[config.mk]
export PLATFORM = sky130hd
export DESIGN_NAME = serial_frame_rx
export DESIGN_NICKNAME = d
export VERILOG_FILES = /design/src/rtl/srx_pkg.sv /design/src/rtl/srx_ctrl.sv /design/src/rtl/srx_datapath.sv /design/src/rtl/serial_frame_rx.sv
export SDC_FILE = /design/constraint.sdc
export NUM_CORES = 1
export LEC_CHECK = 0
export ABC_CLOCK_PERIOD_IN_PS = 2600
export BUFFER_PORTS_ARGS = -buffer_cell sky130_fd_sc_hd__buf_2
export CORE_UTILIZATION = 48
export DETAILED_ROUTE_END_ITERATION = 10
export GPL_ROUTABILITY_DRIVEN = 0
export PLACE_DENSITY_LB_ADDON = 0.15
export SYNTH_ARGS = -nofsm -noshare
export SYNTH_HDL_FRONTEND = slang
export SYNTH_HIERARCHICAL = 1
export SYNTH_SLANG_ARGS = --single-unit
export TNS_END_PERCENT = 30
[constraint.sdc]
create_clock -name clk -period 2.6 [get_ports clk]
set_input_delay 0.52 -clock clk [delete_from_list [all_inputs] [get_ports clk]]
set_output_delay 0.52 -clock clk [all_outputs]
set_load 0.02 [all_outputs]
[src/rtl/srx_pkg.sv]
package srx_pkg;

  localparam int MAX_BITS = 8;

  typedef enum logic [2:0] {
    ST_IDLE,
    ST_START,
    ST_DATA,
    ST_PARITY,
    ST_STOP,
    ST_HOLDOFF
  } rxState_t;

  // strobes from control to datapath, each valid for one clock
  typedef struct packed {
    logic frameBegin;
    logic dataSample;
    logic paritySample;
    logic stopSample;
  } rxStrobe_t;

endpackage

[src/rtl/srx_ctrl.sv]
module srx_ctrl
  import srx_pkg::*;
#(
  parameter int OVERSAMPLE = 16
) (
  input  logic      clk,
  input  logic      rstN,
  input  logic      tick,
  input  logic      rxBit,
  input  logic [1:0] wordLen,
  input  logic      parEn,
  output rxStrobe_t stb
);

  localparam int CNT_W = $clog2(OVERSAMPLE);
  localparam int MID   = OVERSAMPLE / 2 - 1;
  localparam int LAST  = OVERSAMPLE - 1;

  rxState_t   state, stateNext;
  logic [CNT_W-1:0] cnt, cntNext;
  logic [2:0] bitCnt, bitNext;
  logic       lastBit;
  logic       bitDone;

  // index of the final data bit is 4 + wordLen
  assign lastBit = (bitCnt == {1'b1, wordLen});
  assign bitDone = (cnt == CNT_W'(LAST));

  always_comb begin
    stateNext = state;
    cntNext   = cnt;
    bitNext   = bitCnt;
    stb       = '0;
    if (tick) begin
      case (state)
        ST_IDLE: begin
          if (!rxBit) begin
            stateNext      = ST_START;
            cntNext        = '0;
            stb.frameBegin = 1'b1;
          end
        end
        ST_START: begin
          if (cnt == CNT_W'(MID)) begin
            cntNext   = '0;
            bitNext   = '0;
            stateNext = rxBit ? ST_IDLE : ST_DATA;
          end else begin
            cntNext = cnt + 1'b1;
          end
        end
        ST_DATA: begin
          if (bitDone) begin
            cntNext        = '0;
            stb.dataSample = 1'b1;
            if (lastBit) stateNext = parEn ? ST_PARITY : ST_STOP;
            else         bitNext   = bitCnt + 1'b1;
          end else begin
            cntNext = cnt + 1'b1;
          end
        end
        ST_PARITY: begin
          if (bitDone) begin
            cntNext          = '0;
            stb.paritySample = 1'b1;
            stateNext        = ST_STOP;
          end else begin
            cntNext = cnt + 1'b1;
          end
        end
        ST_STOP: begin
          if (bitDone) begin
            cntNext        = '0;
            stb.stopSample = 1'b1;
            stateNext      = rxBit ? ST_IDLE : ST_HOLDOFF;
          end else begin
            cntNext = cnt + 1'b1;
          end
        end
        ST_HOLDOFF: begin
          if (rxBit) stateNext = ST_IDLE;
        end
        default: stateNext = ST_IDLE;
      endcase
    end
  end

  always_ff @(posedge clk or negedge rstN) begin
    if (!rstN) begin
      state  <= ST_IDLE;
      cnt    <= '0;
      bitCnt <= '0;
    end else begin
      state  <= stateNext;
      cnt    <= cntNext;
      bitCnt <= bitNext;
    end
  end

endmodule

[src/rtl/srx_datapath.sv]
module srx_datapath
  import srx_pkg::*;
#(
  parameter int SYNC_STAGES = 2
) (
  input  logic                clk,
  input  logic                rstN,
  input  logic                lineIn,
  input  logic                loopIn,
  input  logic                loopEn,
  input  rxStrobe_t           stb,
  input  logic [1:0]          wordLen,
  input  logic                parEn,
  input  logic                parOdd,
  input  logic                rdAck,
  output logic                rxBit,
  output logic [MAX_BITS-1:0] rxData,
  output logic                dataReady,
  output logic                overrun,
  output logic                parityErr,
  output logic                frameErr,
  output logic                breakDet
);

  logic [SYNC_STAGES:0] syncChain;
  logic [MAX_BITS-1:0]  shReg;
  logic [MAX_BITS-1:0]  wordOut;
  logic [1:0]           shAmt;
  logic                 parAcc;
  logic                 allLow;
  logic                 parBad;

  assign syncChain[0] = loopEn ? loopIn : lineIn;

  genvar g;
  generate
    for (g = 0; g < SYNC_STAGES; g++) begin : gSync
      always_ff @(posedge clk or negedge rstN) begin
        if (!rstN) syncChain[g+1] <= 1'b1;
        else       syncChain[g+1] <= syncChain[g];
      end
    end
  endgenerate

  assign rxBit = syncChain[SYNC_STAGES];

  // bits enter at the top, so a short word sits high and is right-aligned here
  assign shAmt   = 2'd3 - wordLen;
  assign wordOut = shReg >> shAmt;
  assign parBad  = parEn & (parAcc ^ parOdd);

  always_ff @(posedge clk or negedge rstN) begin
    if (!rstN) begin
      shReg  <= '0;
      parAcc <= 1'b0;
      allLow <= 1'b1;
    end else begin
      if (stb.frameBegin) begin
        parAcc <= 1'b0;
        allLow <= 1'b1;
      end
      if (stb.dataSample) begin
        shReg  <= {rxBit, shReg[MAX_BITS-1:1]};
        parAcc <= parAcc ^ rxBit;
        if (rxBit) allLow <= 1'b0;
      end
      if (stb.paritySample) begin
        parAcc <= parAcc ^ rxBit;
        if (rxBit) allLow <= 1'b0;
      end
    end
  end

  always_ff @(posedge clk or negedge rstN) begin
    if (!rstN) begin
      rxData    <= '0;
      dataReady <= 1'b0;
      overrun   <= 1'b0;
      parityErr <= 1'b0;
      frameErr  <= 1'b0;
      breakDet  <= 1'b0;
    end else if (stb.stopSample) begin
      rxData    <= wordOut;
      dataReady <= 1'b1;
      overrun   <= dataReady & ~rdAck;
      parityErr <= parBad;
      frameErr  <= ~rxBit;
      breakDet  <= allLow & ~rxBit;
    end else if (rdAck) begin
      dataReady <= 1'b0;
      overrun   <= 1'b0;
      parityErr <= 1'b0;
      frameErr  <= 1'b0;
      breakDet  <= 1'b0;
    end
  end

endmodule

[src/rtl/serial_frame_rx.sv]
module serial_frame_rx
  import srx_pkg::*;
#(
  parameter int OVERSAMPLE  = 16,
  parameter int SYNC_STAGES = 2
) (
  input  logic       clk,
  input  logic       rstN,
  input  logic       tick16,
  input  logic       lineIn,
  input  logic       loopIn,
  input  logic       loopEn,
  input  logic [1:0] wordLen,
  input  logic       parEn,
  input  logic       parOdd,
  input  logic       rdAck,
  output logic [7:0] rxData,
  output logic       dataReady,
  output logic       overrun,
  output logic       parityErr,
  output logic       frameErr,
  output logic       breakDet
);

  rxStrobe_t stb;
  logic      rxBit;

  srx_ctrl #(.OVERSAMPLE(OVERSAMPLE)) u_ctrl (
    .clk     (clk),
    .rstN    (rstN),
    .tick    (tick16),
    .rxBit   (rxBit),
    .wordLen (wordLen),
    .parEn   (parEn),
    .stb     (stb)
  );

  srx_datapath #(.SYNC_STAGES(SYNC_STAGES)) u_dp (
    .clk       (clk),
    .rstN      (rstN),
    .lineIn    (lineIn),
    .loopIn    (loopIn),
    .loopEn    (loopEn),
    .stb       (stb),
    .wordLen   (wordLen),
    .parEn     (parEn),
    .parOdd    (parOdd),
    .rdAck     (rdAck),
    .rxBit     (rxBit),
    .rxData    (rxData),
    .dataReady (dataReady),
    .overrun   (overrun),
    .parityErr (parityErr),
    .frameErr  (frameErr),
    .breakDet  (breakDet)
  );

endmodule

---- After elaboration in Yosys (flattened, before gate mapping) ----
Index checks and enable logic that the tools add are counted.
word-level totals
  flip-flop bits (word level) ............. 35
  latch bits .............................. 0
  bits in writable memories ............... 0
  memory bits (read-only) ................. 0
  input bits .............................. 11
  output and inout port bits .............. 13
  memories kept ........................... 0
cells by class
  $add $sub $neg .......................... 3
  $mul .................................... 0
  divide/modulo/power cells ............... 0
  magnitude comparators ................... 0
  equality and inequality tests ........... 16
  shift-type cells ........................ 1
  mux-type cells .......................... 41
  bitwise operators ....................... 7
  reduce and logical (&&, ||, !) cells .... 9
operators by type and width
  cell                   number
  $mux W3                12
  $mux W1                21
  $pmux W3 S6            1
  $mux W4                4
  $ne A2 B1 Y1 const B   6
  $pmux W4 S3            1
  $reduce_and A8 Y1      1
  $shr A8 B2 Y8          1
  $eq A3 B2 Y1 const B   2
  $eq A3 B3 Y1 const B   2
  $pmux W3 S2            1
  $reduce_bool A3 Y1     2
  $reduce_and A5 Y1      1
  $add A4 B1 Y4 const B  1
  $eq A4 B3 Y1 const B   1
  $eq A4 B4 Y1 const B   1
  $ne A2 B2 Y1 const B   2
  $reduce_bool A2 Y1     2
  $add A3 B1 Y3 const B  1
  $and A1 B1 Y1          3
  $eq A3 B1 Y1 const B   1
  $eq A3 B3 Y1           1
  $logic_not A3 Y1       1
  $reduce_and A3 Y1      1
  5 further kinds        7

---- Depth between registers and ports, before layout ----
  depth in word-level cells ............... 9
  depth in mapped cells ................... 8

---- Hierarchy ----
The synthesis kept the hierarchy.
modules (own cells, without submodules)
  module        instances  cells each  area each (um^2)  seq. area each (um^2)
  srx_datapath  1          80          1066.0            629.4
  srx_ctrl      1          82          757.0             250.2

---- Worst setup path before layout ----
OpenSTA, ideal clock, no wires.
  kind .................................... reg2reg
  start ................................... register u_ctrl.cnt[0]
  end ..................................... register u_ctrl.state[0]
  library setup time ...................... 128 ps
  data arrival time ....................... 1641 ps
  required time ........................... 2472 ps
  slack ................................... 831 ps
  cell stages (with the launch flop) ...... 6
  path through ............................ dfrtp_1 > ha_1 > and3_2 > o221ai_4 > nor4_4 > mux2_1
on the way
  longest elaborated chain between the ends .. 3
  elaborated cells on any way between the ends .. 7
  those cells by class .................... 6 x eq/ne; 1 x reduce/logical
RTL lines
  what                                          line                            source
  start: declaration                            srx_ctrl.sv:20                  logic [CNT_W-1:0] cnt, cntNext;
  start signal: assignment                      srx_ctrl.sv:95                  cnt <= cntNext;
  $eq A4 B4 Y1 or $eq A4 B3 Y1 (tied branches)  srx_ctrl.sv:27, srx_ctrl.sv:44
  $ne A2 B1 Y1 (no line)                        --
  $reduce_and A8 Y1 (no line) (*)               --
  end signal: assignment                        srx_ctrl.sv:94                  state <= stateNext;
  end: declaration                              srx_ctrl.sv:19                  rxState_t state, stateNext;
Every way passes the cells marked *; elsewhere a longest branch is shown, timed or not.
A chain may end at the register's enable or synchronous reset.

---- Worst setup path after layout ----
  start ................................... register u_ctrl.cnt[1]
  end ..................................... register u_ctrl.state[0]
Same word-level chain as after synthesis.

==> impl_metrics.ini <==
[global_route]
grt_overflow = 0
grt_pass1_vias = 1276
grt_max_degree = 36
grt_pass1_wl_um = 5890
grt_antenna_before_repair = 0
grtUsageTotal_pct = 19.0

[clock_tree]
root_buffer = clkbuf_8
clk_latency_ns = 0.29
cts.sinks = 35
cts-buffers-inserted = 5
cts_hold_buf = 0
cts_tree = yes
htree_levels = 2
clk_pin_slew_ns = 0.07
clockBufferDepth = 2
cts_setup_buffers = 0
cts_resized = 0

[detailed_routing]
via_count = 1334
via_per_inst = 5.63
routed_wl_um = 3480
first_pass_iters = 4
avgRoutedWirePerCell_um = 14.7
drt_iter0_drc = 101
drc = 0
drtAntennaViolNets = 0

[finish]
most-common-layout-cells = 32 x dfrtp_1, 23 x buf_2, 11 x nor2_1
fin_cells = 237
drive_gt1_share_pct = 25.9
diodes = 0
layout_commonest_cell = dfrtp_1
fin_area_sq_um = 2090
final_nets = 201
areaGrowthSynthToFinish_pct = 14.8

[placed_design]
postPlaceCellArea_sq_um = 1970
place_inst = 229
dpl_worst_slack_ns = 0.605
post-dp-hpwl_um = 2470
portBuffers = 23

[logic_synthesis]
syn_area_sq_um = 1820
netlist_instances = 162
avgSynthCellArea_sq_um = 11.3
synth_warnings = 6
synthDistinctLibCells = 46
synth.yosys.seq_area_share_pct = 48.2
syn-num-nets = 175
synth_seq_cells = 35

[floorplan]
io_pins = 24
rows = 22
fp.dieArea_sq_um = 4050
die_y_um = 63.6
coreArea_sq_um = 3660
start_util_pct = 49.8
fp.dieW_um = 63.6

[critical_path]
worst_r2r_path_depth = 5
crit_arrival_ns = 2.12
path_max_fanout = 5
slowest_delay_ns = 0.42
crit_buf_inv = 0
path_class = reg -> reg
crit_chain = ha_1 -> and3_2 -> o221ai_4 -> nor4_4 -> mux2_1
cp-end-kind = flip-flop
r2r_end = u_ctrl/state[0]$_DFFE_PN0P_
r2r_slack_ns = 0.64
crit_cells = 5
reg2reg_from = u_ctrl/cnt[1]$_DFFE_PN0P_
startpoint_type = flip-flop
crit_slowest_cell = dfrtp_1
critPathTopFamily = simple AND/OR/NAND/NOR gates
cp_data_required_time_ns = 2.77

[sta]
rsz0062_at_grt = false
fmax_mhz = 511
worst_pin_slew_ns = 0.769
finalSetupViolCount = 0
period_share_pct = 75.2
setup_tns_ns = 0
finalWorstSetupSlack_ns = 0.645
drv_slew = 0
skew_ns = 0.00788
fin_crit_ns = 1.96
maxSlewHeadroom_pct = 48.7
hold_viol_final = 0

[power]
vdd_drop_max_v = 0.000427
p_per_area_nw_per_um2 = 924
p_leak_uw = 0.000987

[run_status]
run_status = complete, no violations

[worst_hold_path]
hp-class = in -> async

[run]
maxCapViolCount = 0
[power by group]
part / switching [uW] / internal (uW) / total (uW)
logic: 316 / 293 / 610
clock network: 198 / 310 / 509
registers: 157 / 658 / 814
[area by class of cell]
class	instances	area, sq um
clock buffers	6	82.6
clock inverters	2	35.0
fillers	318	1570
inverters	8	30.0
multi-input cells	113	875
flip-flops and latches	35	880
well taps	48	60.1
repair buffers	25	130
[layer usage]
metal  vias to the layer above  GRT usage, %  routed length (um)
li1                        645             -                   -
met1                       654          25.1                1640
met2                        30          30.1                1690
met3                         5          4.89                  99
met4                         0          5.97                  45
met5                         -             0                   0
[sequential cells by signal, summed over array words and instances (netlist names)]
name            cells
u_dp/frameErr       1
u_dp/parAcc         1
u_ctrl/cnt          4
u_dp/rxData         8
u_dp/rxBit          1
u_ctrl/state        3
u_dp/allLow         1
u_dp/syncChain      1
u_dp/overrun        1
u_dp/shReg          8
u_ctrl/bitCnt       3
u_dp/breakDet       1
u_dp/dataReady      1
u_dp/parityErr      1
[cell usage after synthesis, drive strengths merged]
cell type  number  area [sq um]
xnor2           3          26.3
o221ai          6          70.1
o21bai          1          7.51
o2111a          1          11.3
mux2i           9          90.1
dfstp           3          78.8
a21o            2          15.0
a21oi           9          48.8
a41oi           1          8.76
o21ai           7          35.0
xor2            1          8.76
o211ai          1          7.51
or3b            4          37.5
and3            1          7.51
inv             8          30.0
nor3b           2          15.0
o21a            1          7.51
a32o            1          10.0
nor2b           3          18.8
nand2           7          26.3
a31oi           2          18.8
nand3b          3          22.5
o31a            1          8.76
mux2           13           150
o22ai           4          25.0
buf             6          38.8
o2111ai         1          8.76
and3b           1          8.76
ha              2          25.0
nor2           11          41.3
nand2b          6          37.5
nor4            1          21.3
dfrtp          32           801
a22o            3          26.3
nand3           3          15.0
nor3            1          5.00
o22a            1          8.76
[stage by stage]
stage	hold WS (ns)	utilization, %	total power (uW)
after global routing	0.365	57.1	2050
after floorplan	0.224	-	1290
after CTS	0.333	57.1	1950
after detailed placement	0.349	53.9	1430
after global placement	0.348	53.9	1390
final	0.306	57.1	1930
[worst reg2reg max path: stages, from the launching register on]
cell and delay [ns]:
dfrtp_1 0.42, ha_1 0.22, and3_2 0.27, o221ai_4 0.14
nor4_4 0.41, mux2_1 0.38
[cell families (layout without fill, tap and decap cells)]
group | after synthesis | in the layout | share of synthesized area (%)
simple gates | 43 | 43 | 14.1
compound gates | 42 | 42 | 17.4
flops | 35 | 35 | 48.3
mux | 22 | 22 | 13.2
buf+inv | 14 | 41 | 3.78
xor+xnor | 4 | 4 | 1.92
fa+ha+maj | 2 | 2 | 1.37
[worst max path at each step]
stage,end,startpoint,slack (ns)
final,u_ctrl/state[0]$_DFFE_PN0P_,u_ctrl/cnt[1]$_DFFE_PN0P_,0.64
after global routing,u_ctrl/state[0]$_DFFE_PN0P_,u_ctrl/cnt[1]$_DFFE_PN0P_,0.56
after CTS,u_ctrl/state[0]$_DFFE_PN0P_,u_ctrl/cnt[1]$_DFFE_PN0P_,0.64
after detailed placement,u_ctrl/state[0]$_DFFE_PN0P_,wordLen[0],0.60
after global placement,u_ctrl/state[0]$_DFFE_PN0P_,wordLen[0],0.65
after floorplan,u_ctrl/state[0]$_DFFE_PN0P_,u_ctrl/cnt[0]$_DFFE_PN0P_,0.83
(Power assumes the default switching activity.)
